===== config.mk =====
export PLATFORM = sky130hd
export DESIGN_NAME = srp_top
export DESIGN_NICKNAME = d
export VERILOG_FILES = /design/src/rtl/srp_pkg.sv /design/src/rtl/srp_sync.sv /design/src/rtl/srp_ctrl.sv /design/src/rtl/srp_data.sv /design/src/rtl/srp_top.sv
export SDC_FILE = /design/constraint.sdc
export NUM_CORES = 1
export LEC_CHECK = 0
export BUFFER_PORTS_ARGS = -buffer_cell sky130_fd_sc_hd__buf_2
export CAP_MARGIN = 20
export CORE_MARGIN = 2
export CORE_UTILIZATION = 51
export DETAILED_ROUTE_END_ITERATION = 8
export PLACE_DENSITY = 0.83
export SETUP_SLACK_MARGIN = 0.5
export SYNTH_ARGS = -nofsm -noshare
export SYNTH_HDL_FRONTEND = slang
export SYNTH_SLANG_ARGS = --single-unit

===== constraint.sdc =====
create_clock -name clk -period 1.75 [get_ports clk]
set_input_delay 0.35 -clock clk [delete_from_list [all_inputs] [get_ports clk]]
set_output_delay 0.35 -clock clk [all_outputs]
set_load 0.03 [all_outputs]

===== src/rtl/srp_pkg.sv =====
package srp_pkg;

  // Operation chosen by a0 / rdWrN at the chip-select fall
  typedef enum logic [1:0] {
    OP_SHIFT  = 2'b00,  // a0=0 rdWrN=0
    OP_READ   = 2'b01,  // a0=0 rdWrN=1
    OP_COMMIT = 2'b10,  // a0=1 rdWrN=0
    OP_STATUS = 2'b11   // a0=1 rdWrN=1
  } srpOp_t;

  // One-cycle strobes from control to datapath
  typedef struct packed {
    logic shiftIn;
    logic rotate;
    logic loadCtrl;
    logic grabStatus;
    logic stopStatus;
    logic dBit;
  } srpStrobe_t;

endpackage


===== src/rtl/srp_sync.sv =====
module srp_sync #(
  parameter int WIDTH   = 1,
  parameter int STAGES  = 2,
  parameter logic [WIDTH-1:0] RST_VAL = '0
) (
  input  logic             clk,
  input  logic             rstN,
  input  logic [WIDTH-1:0] asyncIn,
  output logic [WIDTH-1:0] syncOut
);

  logic [WIDTH-1:0] stg [STAGES];

  always_ff @(posedge clk or negedge rstN) begin
    if (!rstN) stg[0] <= RST_VAL;
    else       stg[0] <= asyncIn;
  end

  for (genvar i = 1; i < STAGES; i++) begin : g_stage
    always_ff @(posedge clk or negedge rstN) begin
      if (!rstN) stg[i] <= RST_VAL;
      else       stg[i] <= stg[i-1];
    end
  end

  assign syncOut = stg[STAGES-1];

endmodule


===== src/rtl/srp_ctrl.sv =====
module srp_ctrl
  import srp_pkg::*;
(
  input  logic       clk,
  input  logic       rstN,
  input  logic       csRaw,
  input  logic       csS,
  input  logic       a0S,
  input  logic       rwS,
  input  logic       dS,
  output srpStrobe_t strb,
  output logic       oe
);

  logic   csPrev;
  logic   csFall;
  logic   csRise;
  srpOp_t opQ;
  logic   rdActive;

  assign csFall = csPrev & ~csS;
  assign csRise = ~csPrev & csS;

  always_ff @(posedge clk or negedge rstN) begin
    if (!rstN) begin
      csPrev   <= 1'b1;
      opQ      <= OP_SHIFT;
      rdActive <= 1'b0;
    end else begin
      csPrev <= csS;
      if (csFall) begin
        opQ      <= srpOp_t'({a0S, rwS});
        rdActive <= ~a0S & rwS;
      end else if (csRise) begin
        rdActive <= 1'b0;
      end
    end
  end

  always_comb begin
    strb            = '0;
    strb.dBit       = dS;
    strb.stopStatus = csFall & ~a0S;
    if (csRise) begin
      unique case (opQ)
        OP_SHIFT:  strb.shiftIn    = 1'b1;
        OP_READ:   strb.rotate     = 1'b1;
        OP_COMMIT: strb.loadCtrl   = 1'b1;
        OP_STATUS: strb.grabStatus = 1'b1;
        default:   strb.shiftIn    = 1'b0;
      endcase
    end
  end

  // Raw pin gates the driver so it releases at once when chip select lifts
  assign oe = ~csRaw & rdActive;

endmodule


===== src/rtl/srp_data.sv =====
module srp_data
  import srp_pkg::*;
#(
  parameter int CTRL_W = 47,
  parameter int STAT_W = 12,
  parameter logic [CTRL_W-1:0] CTRL_DEFAULT = '0,
  localparam int IMG_W = CTRL_W + STAT_W
) (
  input  logic              clk,
  input  logic              rstN,
  input  srpStrobe_t        strb,
  input  logic [STAT_W-1:0] statusIn,
  output logic [IMG_W-1:0]  image,
  output logic              live,
  output logic [CTRL_W-1:0] ctrlQ
);

  always_ff @(posedge clk or negedge rstN) begin
    if (!rstN) begin
      image <= '0;
      live  <= 1'b0;
      ctrlQ <= CTRL_DEFAULT;
    end else begin
      if (strb.grabStatus)      live <= 1'b1;
      else if (strb.stopStatus) live <= 1'b0;

      if (strb.shiftIn)
        image[CTRL_W-1:0] <= {strb.dBit, image[CTRL_W-1:1]};
      else if (strb.rotate)
        image <= {image[IMG_W-2:0], image[IMG_W-1]};
      else if (strb.grabStatus || live)
        image[IMG_W-1:CTRL_W] <= statusIn;

      if (strb.loadCtrl) ctrlQ <= image[CTRL_W-1:0];
    end
  end

endmodule


===== src/rtl/srp_top.sv =====
module srp_top
  import srp_pkg::*;
#(
  parameter int CTRL_W = 47,
  parameter int STAT_W = 12,
  parameter int SYNC_STAGES = 2,
  parameter logic [CTRL_W-1:0] CTRL_DEFAULT = '0,
  localparam int IMG_W = CTRL_W + STAT_W
) (
  input  logic              clk,
  input  logic              rstN,
  input  logic              csN,
  input  logic              a0,
  input  logic              rdWrN,
  input  logic              d0In,
  output logic              d0Out,
  output logic              d0Oe,
  input  logic [STAT_W-1:0] statusIn,
  output logic [CTRL_W-1:0] ctrlReg
);

  logic [3:0]       pinSync;
  srpStrobe_t       strb;
  logic [IMG_W-1:0] image;
  logic             live;

  srp_sync #(
    .WIDTH(4), .STAGES(SYNC_STAGES), .RST_VAL(4'b1000)
  ) u_sync (
    .clk(clk), .rstN(rstN),
    .asyncIn({csN, a0, rdWrN, d0In}),
    .syncOut(pinSync)
  );

  srp_ctrl u_ctrl (
    .clk(clk), .rstN(rstN),
    .csRaw(csN),
    .csS(pinSync[3]), .a0S(pinSync[2]), .rwS(pinSync[1]), .dS(pinSync[0]),
    .strb(strb),
    .oe(d0Oe)
  );

  srp_data #(
    .CTRL_W(CTRL_W), .STAT_W(STAT_W), .CTRL_DEFAULT(CTRL_DEFAULT)
  ) u_data (
    .clk(clk), .rstN(rstN),
    .strb(strb),
    .statusIn(statusIn),
    .image(image),
    .live(live),
    .ctrlQ(ctrlReg)
  );

  assign d0Out = image[IMG_W-1];

endmodule


==> flow_summary.rst <==
.. list-table::
   :header-rows: 1

   * - Metric
     - Value
   * - Status
     - complete, no violations
   * - Number of antenna repair diodes
     - 0
   * - Syn avg cell area
     - approximately 13 um^2
   * - Summed area of non-filler cells in the final layout
     - between 7000 and 8000 um^2
   * - Kind of path behind the tightest hold check
     - input port to flip-flop
   * - Net switching share of the total power
     - 0.273
   * - Total buffers and inverters traversed by the critical path
     - 5
   * - Power Dens Cells
     - 1170 nW/um^2
   * - Reported max-cap violation count
     - 0
   * - Cell variety after synth
     - 22
   * - Mux contribution to synthesized area
     - 0.229
   * - Achievable Freq
     - 589 MHz
   * - Congestion Overflow GR
     - 0
   * - Critical path required time
     - 2.19 ns
   * - Adder and majority cell fraction of the synthesized area
     - 0.00501
   * - Relative contribution of combinational cells to total power
     - 0.195
   * - Sw power
     - 2.34 mW
   * - Detailed Place HPWL
     - 5630 um
   * - Share of the clock period used by the worst path
     - 0.971
   * - # placed instances
     - 570
   * - Actual transition at the worst max-transition pin
     - 0.428 ns
   * - Number of design rule violations left after detail routing
     - 0
   * - Die area
     - 10600 um^2
   * - Post-Route Setup TNS
     - 0 ns
   * - I/O Pins
     - between 60 and 70
   * - Footprint of the flip-flops and latches
     - 2980 um^2
   * - GR met2 Demand/Resource
     - 0.414
   * - Global placement routability congestion
     - 0.769
   * - Total clock buffers created by CTS
     - 17
   * - Final core utilization
     - 0.760
   * - Die width
     - 103 um
   * - Launching element type of the critical path
     - flip-flop
   * - Mapped Nets
     - roughly 410
   * - Number of flip-flops and latches in the synthesized netlist
     - 119
   * - Fin. Hold Viols
     - 0
   * - Proportion of synthesized chip area in sequential cells
     - 0.597
   * - Count of filler cells inserted in the layout
     - about 580
   * - Initial standard-cell utilization of the core
     - 0.518
   * - Share of layout cells above drive strength 1
     - 0.441
   * - Biggest area contributors in the synthesized netlist
     - sky130_fd_sc_hd__dfrtp_1 58%, sky130_fd_sc_hd__mux2i_1 12%, sky130_fd_sc_hd__mux2_2 11%
   * - Port Buffer Count
     - 66
   * - Standby leakage power
     - 3.59 nW
   * - Post-detailed-route via-to-cell ratio
     - 5.64
   * - Number of global-route vias before repair
     - 3731
   * - Clk Latency, worst-skew pair
     - 0.53 ns
   * - Worst hold slack after final layout
     - 0.121 ns
   * - DP Worst Slack
     - -0.125 ns
   * - Placed cell area
     - 5480 um^2
   * - Detailed-route wire length per cell
     - 21.0 um
   * - Fraction of synthesized cell area in xor and xnor cells
     - 0
   * - Warnings from Yosys
     - 0
   * - Synth Cell Area
     - 5000 um^2
   * - Initial DRC count
     - 198
   * - Clock power frac
     - 0.414
   * - Post-synthesis cell type with the largest combined area
     - sky130_fd_sc_hd__dfrtp_1
   * - Aggregate global-route resource usage
     - 0.249
   * - Root buffer cell
     - sky130_fd_sc_hd__clkbuf_8
   * - Fin. max-slew vios
     - 0
   * - Initial antenna violation count
     - 0
   * - Worst min-delay path startpoint
     - statusIn[5]
   * - Startpoint of the worst-slack reg-to-reg timing path
     - u_ctrl.csPrev$_DFF_PN1_
   * - Final setup violation count
     - 0
   * - Crit path kind
     - flip-flop to flip-flop
   * - Number of nets in the layout
     - around 540
   * - Sinks on Clock Net
     - 119
   * - Largest fanout of any net on the critical path
     - 8
   * - Part of the total power dissipated in sequential elements
     - 0.390
   * - Setup repair after global routing missed its margin
     - true
   * - Met1 routing resource usage after global routing
     - 0.317
   * - Type of destination of the critical path
     - flip-flop
   * - Number of buffers between clock root and the deepest sink
     - 2
   * - Vias
     - 3726
   * - Data arrival time of the critical path
     - 2.14 ns
   * - Largest stage delay on the critical path
     - 0.55 ns
   * - Kind of cell adding the most delay to the critical path
     - buffers and inverters
   * - TritonCTS clock tree
     - yes
   * - Fraction of met3 tracks used by global routing
     - 0.0597
   * - Post-synthesis simple-gate area fraction
     - 0.0556
   * - Slowest cell on crit path
     - sky130_fd_sc_hd__dfstp_2
   * - Die boundary height
     - 103 um
   * - Top-area cell type share of the netlist area
     - 0.581
   * - DRT Wirelength
     - around 14000 um
   * - Rel. slew slack
     - 0.715
   * - Global-route wire length before repair
     - approximately 20000 um
   * - Final worst-path setup slack
     - 0.0508 ns
   * - Total area of multi-input combinational cells
     - 1940 um^2
   * - Max Clock Skew
     - 0.00807 ns
   * - Sequence of cells on the critical path
     - inv_2 -> ha_4 -> buf_4 -> nand2b_4 -> buf_6 -> buf_12 -> clkbuf_16 -> nand2_1 -> o21ai_1
   * - Layout-stage area growth over the synthesis result
     - 46.7%
   * - Layer with the highest usage
     - met2
   * - Overall power consumption
     - 8.57 mW
   * - Std-Cell Rows
     - 36
   * - Pre-Repair DR Iteration Count
     - 4
   * - Number of routed nets with antenna violations
     - 0
   * - Clock H-tree levels
     - 4
   * - Internal power
     - roughly 6.2 mW
   * - Final cell count without fillers
     - 661
   * - First element of the critical path
     - u_ctrl.csPrev$_DFF_PN1_
   * - Main combinational cell family by area after synthesis
     - multiplexers
   * - Compound-gate portion of the synthesized area
     - 0.0796
   * - Time the worst path needs with I/O delays and setup
     - 1.70 ns
   * - Number of instances in the synthesized netlist
     - 388
   * - Clock slew seen by the registers of the worst setup and hold paths
     - around 0.060 ns
   * - Maximum ir drop on the vdd rail
     - approximately 0.0009 V
   * - Maximum number of pins on one net before global-route repair
     - 55
   * - Standard cell core area
     - 9640 um^2
==> final cells by class <==
cell class | count | share of cell area
Tap cell | 133 | 0.0227
Sequential cell | 119 | 0.407
Timing Repair Buffer | 133 | 0.222
Clock inverter | 9 | 0.0167
Multi-Input combinational cell | 241 | 0.264
Clock buffer | 23 | 0.0651
Inverter | 3 | 0.00188
==> path summary, 6_finish.rpt <==
kind                                                 to  slack, ns  depth (start not counted)
max in group asynchronous  u_data.ctrlQ[34]$_DFFE_PN0P_       0.83                          3
hold / removal             u_data.image[52]$_DFFE_PN0P_       0.12                          2
setup reg to reg            u_data.image[6]$_DFFE_PN0P_       0.05                          9
hold reg to reg             u_sync.syncOut[1]$_DFF_PN0_       0.35                          0
min in group asynchronous  u_data.ctrlQ[13]$_DFFE_PN0P_       0.29                          2
setup / recovery            u_data.image[6]$_DFFE_PN0P_       0.05                          9
==> kinds of logic (layout without fill, tap and decap cells) <==
group | count (synthesis) | in the layout
flops | 119 | 119
fa+ha+maj | 2 | 2
buf+inv | 29 | 168
compound gates | 63 | 64
simple gates | 67 | 67
mux | 108 | 108
==> registers in the layout (all words and copies together) (netlist names) <==
signal and count:
u_ctrl.csPrev 1, u_ctrl.opQ 2, u_ctrl.rdActive 1, u_data.ctrlQ 47, u_data.image 59, u_data.live 1, u_sync.stg 4, u_sync.syncOut 4
==> what timing repair did <==
action	in CTS	in global routing
gates cloned	12	7
pin swaps	2	9
setup buffers	24	11
setup endpoints to repair	155	159
resized for setup	116	20
hold buffers	5	0
endpoints found under the hold margin	30	0
==> placed cells by master (no fill, tap or decap), types with 2 or more instances in the layout <==
cell type,count
sky130_fd_sc_hd__nand2_1,56
sky130_fd_sc_hd__o221a_2,2
sky130_fd_sc_hd__buf_4,31
sky130_fd_sc_hd__buf_6,53
sky130_fd_sc_hd__mux2_2,49
sky130_fd_sc_hd__clkinv_2,5
sky130_fd_sc_hd__buf_2,16
sky130_fd_sc_hd__bufinv_16,3
sky130_fd_sc_hd__buf_16,11
sky130_fd_sc_hd__dlygate4sd3_1,5
sky130_fd_sc_hd__nand2b_1,2
sky130_fd_sc_hd__clkbuf_1,2
sky130_fd_sc_hd__nand2_2,4
sky130_fd_sc_hd__buf_8,2
sky130_fd_sc_hd__o221a_1,10
sky130_fd_sc_hd__o21ai_1,40
sky130_fd_sc_hd__mux2i_1,59
sky130_fd_sc_hd__a21o_4,2
sky130_fd_sc_hd__dfstp_2,3
sky130_fd_sc_hd__buf_12,9
sky130_fd_sc_hd__clkbuf_8,5
sky130_fd_sc_hd__dfrtp_1,115
sky130_fd_sc_hd__o21ai_2,7
sky130_fd_sc_hd__clkbuf_16,21
==> synthesized netlist by cell type <==
| library cell | count |
|---|---|
| sky130_fd_sc_hd__a32o_1 | 1 |
| sky130_fd_sc_hd__mux2_2 | 49 |
| sky130_fd_sc_hd__buf_6 | 6 |
| sky130_fd_sc_hd__nor2b_1 | 2 |
| sky130_fd_sc_hd__o21ai_1 | 1 |
| sky130_fd_sc_hd__clkbuf_1 | 10 |
| sky130_fd_sc_hd__ha_1 | 2 |
| sky130_fd_sc_hd__o221a_1 | 10 |
| sky130_fd_sc_hd__nand3b_1 | 1 |
| sky130_fd_sc_hd__o21ai_0 | 48 |
| sky130_fd_sc_hd__o221a_2 | 2 |
| sky130_fd_sc_hd__mux2i_1 | 59 |
| sky130_fd_sc_hd__buf_2 | 8 |
| sky130_fd_sc_hd__a21o_1 | 1 |
| sky130_fd_sc_hd__nand2b_1 | 2 |
| sky130_fd_sc_hd__inv_1 | 3 |
| sky130_fd_sc_hd__and2_1 | 1 |
| sky130_fd_sc_hd__nand2_1 | 60 |
| sky130_fd_sc_hd__dfstp_2 | 3 |
| sky130_fd_sc_hd__dfrtp_1 | 116 |
| sky130_fd_sc_hd__buf_4 | 2 |
| sky130_fd_sc_hd__nand2b_4 | 1 |
==> routing by layer <==
metal  share of wire  vias to the layer above  wire [um]
met4           0.032                        0        440
met2            0.50                      162       6930
met1            0.41                     1892       5700
met3           0.058                       33        806
met5               0                        -          0
li1                -                     1639          -
==> power groups by stage <==
stage               registers [mW]  logic (mW)  clock network [mW]
finish                        3.35        1.68                3.55
CTS                           3.30        1.51                3.49
global placement              3.31        1.04                   0
global route                  3.37        1.77                3.71
floorplan                     3.40       0.693                   0
detailed placement            3.31        1.09                   0
(Power assumes the default switching activity.)
